==> config.mk <==
export PLATFORM = sky130hd
export DESIGN_NAME = psimd_addsub
export DESIGN_NICKNAME = d
export VERILOG_FILES = /design/src/rtl/psimd_pkg.sv /design/src/rtl/psimd_decode.sv /design/src/rtl/psimd_lane.sv /design/src/rtl/psimd_bank.sv /design/src/rtl/psimd_addsub.sv
export SDC_FILE = /design/constraint.sdc
export NUM_CORES = 1
export LEC_CHECK = 0
export BUFFER_PORTS_ARGS = -buffer_cell sky130_fd_sc_hd__buf_2
export CAP_MARGIN = 10
export CORE_AREA = 5 5 186 188
export CTS_BUF_LIST = sky130_fd_sc_hd__clkbuf_16
export DETAILED_ROUTE_END_ITERATION = 6
export DIE_AREA = 0 0 191 193
export PLACE_DENSITY = 0.73
export REMOVE_ABC_BUFFERS = 1
export SYNTH_ARGS = -nofsm -noshare
export SYNTH_HDL_FRONTEND = slang
export SYNTH_SLANG_ARGS = --single-unit
==> constraint.sdc <==
create_clock -name clk -period 1.1 [get_ports clk]
set_input_delay 0.11 -clock clk [delete_from_list [all_inputs] [get_ports clk]]
set_output_delay 0.11 -clock clk [all_outputs]
set_load 0.005 [all_outputs]
==> src/rtl/psimd_pkg.sv <==
package psimd_pkg;
  // Lane size codes
  typedef enum logic [1:0] {
    LANE_8   = 2'd0,
    LANE_16  = 2'd1,
    LANE_32  = 2'd2,
    LANE_RSV = 2'd3
  } lane_e;

  // Overflow policy codes
  typedef enum logic [1:0] {
    ARITH_WRAP = 2'd0,
    ARITH_SSAT = 2'd1,
    ARITH_USAT = 2'd2,
    ARITH_RSV  = 2'd3
  } arith_e;
endpackage

==> src/rtl/psimd_decode.sv <==
module psimd_decode #(
  parameter int BASE_W    = 8,
  parameter int NUM_SIZES = 3,
  parameter int MAX_SAT_W = 16
) (
  input  logic [1:0]           lane_sel,
  input  logic [1:0]           arith_mode,
  output logic                 legal,
  output logic [NUM_SIZES-1:0] size_oh,
  output logic                 sat_s,
  output logic                 sat_u
);
  import psimd_pkg::*;

  logic size_ok;
  logic mode_ok;
  logic sat_req;
  logic sat_ok;

  always_comb begin
    size_oh = '0;
    for (int k = 0; k < NUM_SIZES; k++) begin
      if (int'(lane_sel) == k) size_oh[k] = 1'b1;
    end
  end

  assign size_ok = |size_oh;
  assign mode_ok = (arith_e'(arith_mode) != ARITH_RSV);
  assign sat_req = (arith_e'(arith_mode) == ARITH_SSAT) ||
                   (arith_e'(arith_mode) == ARITH_USAT);
  assign sat_ok  = ((BASE_W << lane_sel) <= MAX_SAT_W);
  assign legal   = size_ok && mode_ok && (!sat_req || sat_ok);
  assign sat_s   = (arith_e'(arith_mode) == ARITH_SSAT);
  assign sat_u   = (arith_e'(arith_mode) == ARITH_USAT);
endmodule

==> src/rtl/psimd_lane.sv <==
module psimd_lane #(
  parameter int W = 8
) (
  input  logic [W-1:0] a,
  input  logic [W-1:0] b,
  input  logic         sub,
  input  logic         sat_s,
  input  logic         sat_u,
  output logic [W-1:0] y
);
  logic [W:0]   ext;
  logic [W-1:0] wrap;
  logic         u_ovf;
  logic         s_ovf;

  always_comb begin
    if (sub) ext = {1'b0, a} - {1'b0, b};
    else     ext = {1'b0, a} + {1'b0, b};
  end

  assign wrap  = ext[W-1:0];
  // Carry for add, borrow for subtract
  assign u_ovf = ext[W];
  assign s_ovf = (sub ? (a[W-1] != b[W-1]) : (a[W-1] == b[W-1])) &&
                 (wrap[W-1] != a[W-1]);

  always_comb begin
    if (sat_u && u_ovf) begin
      y = sub ? '0 : '1;
    end else if (sat_s && s_ovf) begin
      y = a[W-1] ? {1'b1, {(W-1){1'b0}}} : {1'b0, {(W-1){1'b1}}};
    end else begin
      y = wrap;
    end
  end
endmodule

==> src/rtl/psimd_bank.sv <==
module psimd_bank #(
  parameter int DATA_W = 64,
  parameter int LANE_W = 8
) (
  input  logic [DATA_W-1:0] opa,
  input  logic [DATA_W-1:0] opb,
  input  logic              sub,
  input  logic              sat_s,
  input  logic              sat_u,
  output logic [DATA_W-1:0] y
);
  localparam int NUM_LANES = DATA_W / LANE_W;

  for (genvar i = 0; i < NUM_LANES; i++) begin : g_lane
    psimd_lane #(.W(LANE_W)) u_lane (
      .a     (opa[i*LANE_W +: LANE_W]),
      .b     (opb[i*LANE_W +: LANE_W]),
      .sub   (sub),
      .sat_s (sat_s),
      .sat_u (sat_u),
      .y     (y[i*LANE_W +: LANE_W])
    );
  end
endmodule

==> src/rtl/psimd_addsub.sv <==
module psimd_addsub #(
  parameter int DATA_W    = 64,
  parameter int BASE_W    = 8,
  parameter int NUM_SIZES = 3,
  parameter int MAX_SAT_W = 16
) (
  input  logic              clk,
  input  logic              rst_n,
  input  logic              in_valid,
  input  logic              op_sub,
  input  logic [1:0]        lane_sel,
  input  logic [1:0]        arith_mode,
  input  logic [DATA_W-1:0] opa,
  input  logic [DATA_W-1:0] opb,
  output logic              out_valid,
  output logic [DATA_W-1:0] result,
  output logic              illegal_op
);
  logic                 legal;
  logic [NUM_SIZES-1:0] size_oh;
  logic                 sat_s;
  logic                 sat_u;
  logic [DATA_W-1:0]    bank_y [NUM_SIZES];
  logic [DATA_W-1:0]    sel_y;

  logic [DATA_W-1:0]    res_d, res_q;
  logic                 res_en;
  logic                 vld_d, vld_q;
  logic                 ill_d, ill_q;

  psimd_decode #(
    .BASE_W    (BASE_W),
    .NUM_SIZES (NUM_SIZES),
    .MAX_SAT_W (MAX_SAT_W)
  ) u_dec (
    .lane_sel   (lane_sel),
    .arith_mode (arith_mode),
    .legal      (legal),
    .size_oh    (size_oh),
    .sat_s      (sat_s),
    .sat_u      (sat_u)
  );

  for (genvar k = 0; k < NUM_SIZES; k++) begin : g_bank
    psimd_bank #(
      .DATA_W (DATA_W),
      .LANE_W (BASE_W << k)
    ) u_bank (
      .opa   (opa),
      .opb   (opb),
      .sub   (op_sub),
      .sat_s (sat_s),
      .sat_u (sat_u),
      .y     (bank_y[k])
    );
  end

  // One-hot AND-OR selection of the lane-size variant
  always_comb begin
    sel_y = '0;
    for (int k = 0; k < NUM_SIZES; k++) begin
      sel_y = sel_y | (bank_y[k] & {DATA_W{size_oh[k]}});
    end
  end

  // Next state
  always_comb begin
    res_en = in_valid && legal;
    res_d  = sel_y;
    vld_d  = in_valid && legal;
    ill_d  = in_valid && !legal;
  end

  // Registers
  always_ff @(posedge clk or negedge rst_n) begin
    if (!rst_n) begin
      vld_q <= 1'b0;
      ill_q <= 1'b0;
    end else begin
      vld_q <= vld_d;
      ill_q <= ill_d;
    end
  end

  always_ff @(posedge clk or negedge rst_n) begin
    if (!rst_n) begin
      res_q <= '0;
    end else if (res_en) begin
      res_q <= res_d;
    end
  end

  assign out_valid  = vld_q;
  assign illegal_op = ill_q;
  assign result     = res_q;
endmodule

==> out/results.txt, run 1 <==
Status: complete, but fails checks
Failing checks: design-rule violations, negative setup slack
Row cnt: 67
Initial antenna violation count: 1
Fin. max-slew vios: 0
Post-DRT Antenna Nets: 0
Fin crit share: 3.816
Placement Setup Slack: -3.717 ns
Total grt overflow: 0
Starting Density: 0.4321
Drt initial violations: 1597
Final hold viol count: 0
Clock Sinks: 66
Synth Warn #: 0
M1 WL: 25.89 mm
Top_reg_cell synth: dfrtp_1
Hold crit path type: in2reg
HPWL Detailed: 51.91 mm
PortBufs: 201
CTS root buf: clkbuf_16
Ports: 202
Met2 WL: 32.03 mm
DP Area: 20920 um2
Area contributors post-synth: ha_1 12%, dfrtp_1 12%, xnor2_1 11%, a21oi_1 7.7%, nor2_1 7.0%
Clock skew: 0 ns
Post-synth EDFFs: 0
Max_cap viols: 0
PwrDens: 1109 nW/um2
Max frequency: 0.2383 GHz
Mean Syn Cell Area: 7.050 um2
Clock slew at reported path FFs: 0.06 ns
Endpoint type of the worst setup path: register
Via count: 19828
Cells after synthesis: 2019
Clock Latency Late Sink: 0.34 ns
Most frequent cells in the layout: 727 x buf_4, 238 x nor2_1, 193 x a21oi_1, 193 x buf_2, 168 x xnor2_1
Critical-path maximum fanout: 5
Core ar.: 32950 um2
Total Power: 26.05 mW
Asr flop ratio synth: 1.000
Count of cell types in the netlist: 102
Lkg Pwr: 10.95 nW
Rel. slew slack: 0.4415
Vias per cell: 5.830
Number of global-route vias before repair: 19345
TritonRoute pass-1 iters: 7
Nets: 3231
Met3 wire length: 4.581 mm
Routed WL per cell: 19.53 um
Clock buffer count from CTS: 9
Die width: 191 um
Design Area, Final: 23490 um2
Share of layout cells above drive strength 1: 0.4297
Setup Viol. Count Final: 65
Global placement routability congestion: 0.9712
Final worst slack: -3.097 ns
#FFs+latches synth: 66
CTS tree: built
Synth area leader: ha_1
Htree depth: 3
# diodes: 0
Clock tree buffer depth: 2
# DRC: 1
Syn Std Cell Area: 14230 um2
Commonest non-fill, non-tap cell in the layout: buf_4
Area delta synth->final: 65.01%
Sequential-to-total area share from yosys stat: 0.1160
Die area: 36860 um2
Crit start category: input pin
Top Layer Used: met4
Placed Cells: 3301
VDD IR-drop max: 0.7831 mV
Worst Tran Pin Value: 0.8269 ns
Final min period: 4.197 ns
First-pass GRT wire length: 98.26 mm
Die Height: 193 um
RSZ-0062 raised after global routing: true
Largest net degree at the start of global routing: 35
Post-synth top area share: 0.1222
All-layer global routing usage: 0.3272
Critical Path RT: 1.32 ns
Worst EP arrival: 4.42 ns
DRT Wirelength: 66.42 mm
Crit path kind: in2reg
Finished Layout Cells: 3401
==> kinds of logic (layout without fill, tap and decap cells) <==
kind of cell,after synthesis,count (layout),synth area share
adder cells (fa/ha/maj),147,147,0.1334
buffers and inverters,157,1089,0.04527
AO/OA/AOI/OAI,733,735,0.3278
flip-flops,66,66,0.1160
XOR/XNOR,234,234,0.1449
AND/OR/NAND/NOR,669,669,0.2226
multiplexers,13,13,0.009933
==> what timing repair did <==
| action | CTS | global route |
|---|---|---|
| setup buffers | 52 | 33 |
| hold buffers | 1 | 0 |
| gates cloned | 3 | 0 |
| endpoints found under the setup margin | 65 | 65 |
| resized for setup | 188 | 204 |
| endpoints found under the hold margin | 32 | 0 |
| pin swaps | 100 | 132 |
==> Yosys cell counts (5+ instances only) <==
cell and n:
nor2_1 265, a21oi_1 218, xnor2_1 171, o21ai_0 169, nand2_1 146, ha_1 139, inv_1 75, dfrtp_1 66
xor2_1 62, nor3_1 56, clkbuf_1 46, a31oi_1 44, a21o_1 41, o21a_1 37, nand2b_1 36, nor2b_1 31
nand3_1 29, o21bai_1 22, o31ai_1 21, a41oi_1 18, o21ai_1 18, and3_1 17, o211ai_1 17, and2_1 15
buf_2 15, or3_1 14, a21boi_0 13, a211oi_1 12, o22ai_1 12, buf_1 11, nand4_1 11, or2_2 11
nor4_1 10, mux2_2 9, fa_1 8, a221oi_1 6, a21oi_2 5, a31o_2 5, buf_4 5, nor3b_1 5
o31a_1 5, o32a_1 5
==> flip-flops by register name (all words and copies together), names as in the netlist <==
signal,flops
result,64
out_valid,1
illegal_op,1
==> final cells by class <==
type	instances	area, um2
Multi-Input combinational cell	1798	13200
Fill cell	2492	9457
Timing Repair Buffer	997	7431
Sequential cell	66	1652
Tap cell	448	560.5
Inverter	76	297.8
Clock buffer	9	225.2
Clock inverter	7	125.1
==> power by group <==
part	internal (mW)	switching, mW	total (mW)
registers	3.08	0.641	3.72
clock network	2.24	1.19	3.43
logic	9.15	9.75	18.9
total	14.5	11.6	26.0
==> per-stage QoR <==
| step | TNS, ns | hold WS [ns] | util |
|---|---|---|---|
| global route | -193.38 | 0.08964 | 0.7130 |
| floorplan | -193.55 | -0.1856 | - |
| CTS | -183.60 | 0.07996 | 0.6803 |
| finish | -185.14 | 0.08245 | 0.7130 |
| detailed placement | -222.37 | 0.03774 | 0.6350 |
| global placement | -215.71 | 0.03822 | 0.6350 |
==> final timing paths <==
kind,startpoint,end,slack [ns],depth (start not counted)
setup / recovery,opb[5],result[17]$_DFFE_PN0P_,-3.10,21
hold / removal,in_valid,illegal_op$_DFF_PN0_,0.08,2
setup reg to reg,result[47]$_DFFE_PN0P_,result[47]$_DFFE_PN0P_,0.27,2
hold reg to reg,result[31]$_DFFE_PN0P_,result[31]$_DFFE_PN0P_,0.49,2
max in group asynchronous,rst_n,result[27]$_DFFE_PN0P_,0.34,3
min in group asynchronous,rst_n,result[0]$_DFFE_PN0P_,0.21,2
==> worst max-delay path: stages <==
cell     delay [ns]
buf_6          0.09
or4_4          0.56
buf_6          0.15
nor4_4         0.21
and2_4         0.24
buf_6          0.12
nor2_4         0.04
nor2_2         0.12
xor2_1         0.18
ha_1           0.31
a21o_1         0.25
a31oi_1        0.18
a21oi_1        0.08
and2_1         0.15
or3_1          0.38
o211a_4        0.30
xnor2_4        0.21
buf_6          0.14
o21ai_4        0.08
o21a_1         0.20
o32a_1         0.29
==> per-layer routing <==
layer,vias up,global-route usage
met4,0,0.1461
li1,9191,-
met1,9365,0.3925
met3,272,0.03151
met5,-,0
met2,1000,0.5947
(Power assumes the default switching activity.)
==> inputs of run 2 (changes only) <==
- CORE_AREA: 5 5 186 188 -> 5 5 161 163
- DIE_AREA: 0 0 191 193 -> 0 0 166 168
- PLACE_DENSITY: 0.73 -> 0.91
==> out/results.txt, run 2 <==
Status: did not finish
Stop stage: 5_1_grt
Log Error: [ERROR GRT-0116] Global routing finished with congestion. Check the congestion regions in the DRC Viewer.
CTS root buf: clkbuf_16
PortBufs: 201 (unchanged)
Post-synth top area share: 0.1222 (unchanged)
Total grt overflow: 1313
Clock tree buffer depth: 2 (unchanged)
Post-synth EDFFs: 0 (unchanged)
Most frequent cell after synthesis: nor2_1
Starting Density: 0.5888 (+0.1567)
All-layer global routing usage: 0.9329
Sequential-to-total area share from yosys stat: 0.1160 (unchanged)
Number of global-route vias before repair: 30750
First-pass GRT wire length: 206.8 mm
Row cnt: 57 (-15%)
Syn Std Cell Area: 14230 um2 (unchanged)
Die width: 166 um (-13%)
Count of cell types in the netlist: 102 (unchanged)
Area contributors post-synth: ha_1 12%, dfrtp_1 12%, xnor2_1 11%, a21oi_1 7.7%, nor2_1 7.0%
DP Area: 20350 um2 (-2.7%)
Global placement routability congestion: 1.109 (+14%)
Mux cell area share after synthesis: 0.009932 (unchanged)
XOR/XNOR Fraction of Synth Area: 0.1449 (unchanged)
Synth Warn #: 0 (unchanged)
Asr flop ratio synth: 1.000 (unchanged)
Cells after synthesis: 2019 (unchanged)
Complex-gate fraction of the synthesized area: 0.3278 (unchanged)
Synth area leader: ha_1
Htree depth: 3 (unchanged)
Commonest cells in the netlist: 265 x nor2_1, 218 x a21oi_1, 171 x xnor2_1
Clock Sinks: 66 (unchanged)
Mean Syn Cell Area: 7.050 um2 (unchanged)
Clock buffer count from CTS: 9 (unchanged)
Main combinational cell family by area after synthesis: compound AO/OA/AOI/OAI gates
Largest net degree at the start of global routing: 41
Die Height: 168 um (-13%)
#FFs+latches synth: 66 (unchanged)
Synth Area in Simple Gates: 0.2226 (unchanged)
HPWL Detailed: 60.15 mm (+16%)
Ports: 202 (unchanged)
Post-Synth Adder-Cell Area: 0.1334 (unchanged)
Top_reg_cell synth: dfrtp_1
## run 2: cell counts after synthesis
Identical to the previous run, type by type.
## run 2: layer usage
| metal | GRT usage | GRT overflow |
|---|---|---|
| met2 | 1.106 | 886 |
| met4 | 1.012 | 364 |
| met1 | 0.8540 | 25 |
| met5 | 0.6243 | 6 |
| met3 | 0.8220 | 32 |
## run 2: cell families after synthesis
group	count (synthesis)
xor gates and xnor gates	234
buffers and inverters	157
muxes	13
DFF	66
and+or+nand+nor	669
adders and majority gates	147
AOI/OAI and AO/OA	733
## run 2: what timing repair did
item	CTS
hold buffers	1
gates resized for setup	290
setup endpoints to repair	65
buffers inserted	48
cloned	4
hold endpoints to repair	66
pin swaps	113
## run 2: per-stage QoR
| stage | utilization | setup slack (ns) | cells |
|---|---|---|---|
| after CTS | 0.9188 | -3.150 | 3197 |
| after detailed placement | 0.8418 | -3.984 | 3129 |
| after global placement | 0.8418 | -3.519 | 3129 |
| after floorplan | - | -3.282 | 1938 |
==> inputs of run 3 (changes only) <==
- CORE_AREA: 5 5 161 163 -> 5 5 195 197
- CTS_BUF_LIST: sky130_fd_sc_hd__clkbuf_16 -> unset
- DIE_AREA: 0 0 166 168 -> 0 0 200 202
- PLACE_DENSITY: 0.91 -> unset
- PLACE_DENSITY_LB_ADDON: unset -> 0.15
==> out/results.txt, run 3 (synthesis results as in run 1) <==
Initial antenna violation count: 0
Nets: 3219
Design Area, Final: 22990 um2
Setup Viol. Count Final: 64
Core ar.: 36080 um2
Status: complete, but fails checks
Number of global-route vias before repair: 18794
R2r worst-path depth: 2
Via count: 18838
Commonest non-fill, non-tap cell in the layout: buf_4
Critical Path RT: 1.32 ns
Clock tree buffer depth: 2 (unchanged)
Ports: 202 (unchanged)
RSZ-0062 raised after global routing: true
Hold crit path type: in2reg
CTS root buf: clkbuf_16
Hold EP: illegal_op$_DFF_PN0_
Total grt overflow: 0
Hold path startpoint: in_valid
PortBufs: 201 (unchanged)
Min Hold Slack: 0.01184 ns
Endpoint type of the worst setup path: register
Area delta synth->final: 61.49%
Largest net degree at the start of global routing: 27
Lkg Pwr: 10.77 nW
Critical-path maximum fanout: 6
Starting Density: 0.3945 (-0.1943)
Max_cap viols: 0
Buf/Inv on CP: 4
Post-DRT Antenna Nets: 0
Placed Cells: 3335 (+6.6%)
Max frequency: 0.2427 GHz
Share of layout cells above drive strength 1: 0.4189
Crit-path slowest cell: or3b_4
Finished Layout Cells: 3409
Fin. max-slew vios: 0
# diodes: 0
TritonRoute pass-1 iters: 7
Worst flop-to-flop path endpoint: result[53]$_DFFE_PN0P_
Setup_tns: -184.47 ns
Clock buffer count from CTS: 9 (unchanged)
FILL cells: 3336
Largest register FFs: 64
VDD IR-drop max: 0.8031 mV
Reg-to-reg slack, setup: 0.28 ns
First-pass GRT wire length: 97.15 mm
Worst Tran Pin Value: 0.7195 ns
PwrDens: 1082 nW/um2
Global placement routability congestion: 0.9827 (-11%)
Drt initial violations: 1155
All-layer global routing usage: 0.2966
Row cnt: 70 (+23%)
DRT Wirelength: 62.87 mm
# DRC: 2
Clock Sinks: 66 (unchanged)
Die Height: 202 um (+20%)
Routed WL per cell: 18.44 um
HPWL Detailed: 52.28 mm (-13%)
Worst EP arrival: 4.34 ns
Top Family by Delay on Critical Path: simple AND/OR/NAND/NOR gates
Die width: 200 um (+20%)
Hold Path Depth: 2
Htree depth: 3 (unchanged)
Die area: 40400 um2
Failing checks: design-rule violations, negative setup slack
Final hold viol count: 0
Clock Latency Late Sink: 0.35 ns
Rel. slew slack: 0.5140
Final min period: 4.120 ns
Crit path kind: in2reg
CTS tree: built
Fin crit share: 3.746
DP Area: 21040 um2 (+3.4%)
Crit start category: input pin
Vias per cell: 5.526
RR Startpoint: result[53]$_DFFE_PN0P_
Critical path's largest stage delay: 0.39 ns
Total Power: 24.88 mW
Clock slew at reported path FFs: 0.06 ns
Clock skew: 0 ns
Final worst slack: -3.020 ns
Most frequent cells in the layout: 744 x buf_4, 244 x nor2_1, 196 x buf_2, 195 x a21oi_1, 168 x xnor2_1
Cell chain of the critical path: buf_6 > inv_4 > ha_4 > or3b_4 > nor4b_4 > and2_4 > nor2b_4 > buf_6 > and3_4 > nor2_4 > xnor2_2 > ha_4 > and3_4 > and2_4 > a221oi_4 > a21oi_2 > nor3_2 > buf_4 > mux2_4 > o21a_4 > a221oi_2 > o21ai_1
-- run 3: cell type report --
cell class              count  area [um2]  share of cell area
clock buffers               9       225.2            0.009797
clock inverters             7       75.07            0.003266
inverters                  76       290.3             0.01263
multi-input cells        1797       12960              0.5638
flip-flops and latches     66        1652             0.07184
well taps                 468       585.6             0.02547
repair buffers            986        7199              0.3132
-- run 3: what timing repair did --
action,CTS,global route
setup endpoints to repair,65,65
gates resized for setup,188,113
hold buffers,1,0
pin swaps,87,85
gates cloned,2,0
endpoints found under the hold margin,26,0
buffers inserted,25,30
-- run 3: worst max-delay path by stage --
stage	slack, ns	cells after the start	from	endpoint
final	-3.02	22	opb[32]	result[43]$_DFFE_PN0P_
after CTS	-3.03	22	opb[33]	result[32]$_DFFE_PN0P_
after detailed placement	-3.70	22	opb[32]	result[32]$_DFFE_PN0P_
after global routing	-3.11	23	opb[32]	result[43]$_DFFE_PN0P_
after global placement	-3.63	22	opb[32]	result[32]$_DFFE_PN0P_
after floorplan	-3.28	19	opb[32]	result[43]$_DFFE_PN0P_
-- run 3: per-layer routing --
metal	up-vias	global-route usage	wire length, um
met5	-	0	0
met4	0	0.1116	2525
met3	132	0.01950	2948
met2	602	0.5282	31100
met1	8907	0.3722	26290
li1	9197	-	-
-- run 3: report_power, final --
group	internal (mW)	switching, mW	total (mW)
registers	3.07	0.650	3.72
clock network	1.78	1.26	3.03
logic	8.98	9.14	18.1
-- run 3: per-stage QoR --
step	setup slack, ns	utilization
floorplan	-3.282	-
global placement	-3.632	0.5831
global route	-3.115	0.6371
detailed placement	-3.696	0.5831
finish	-3.020	0.6371
CTS	-3.027	0.6165
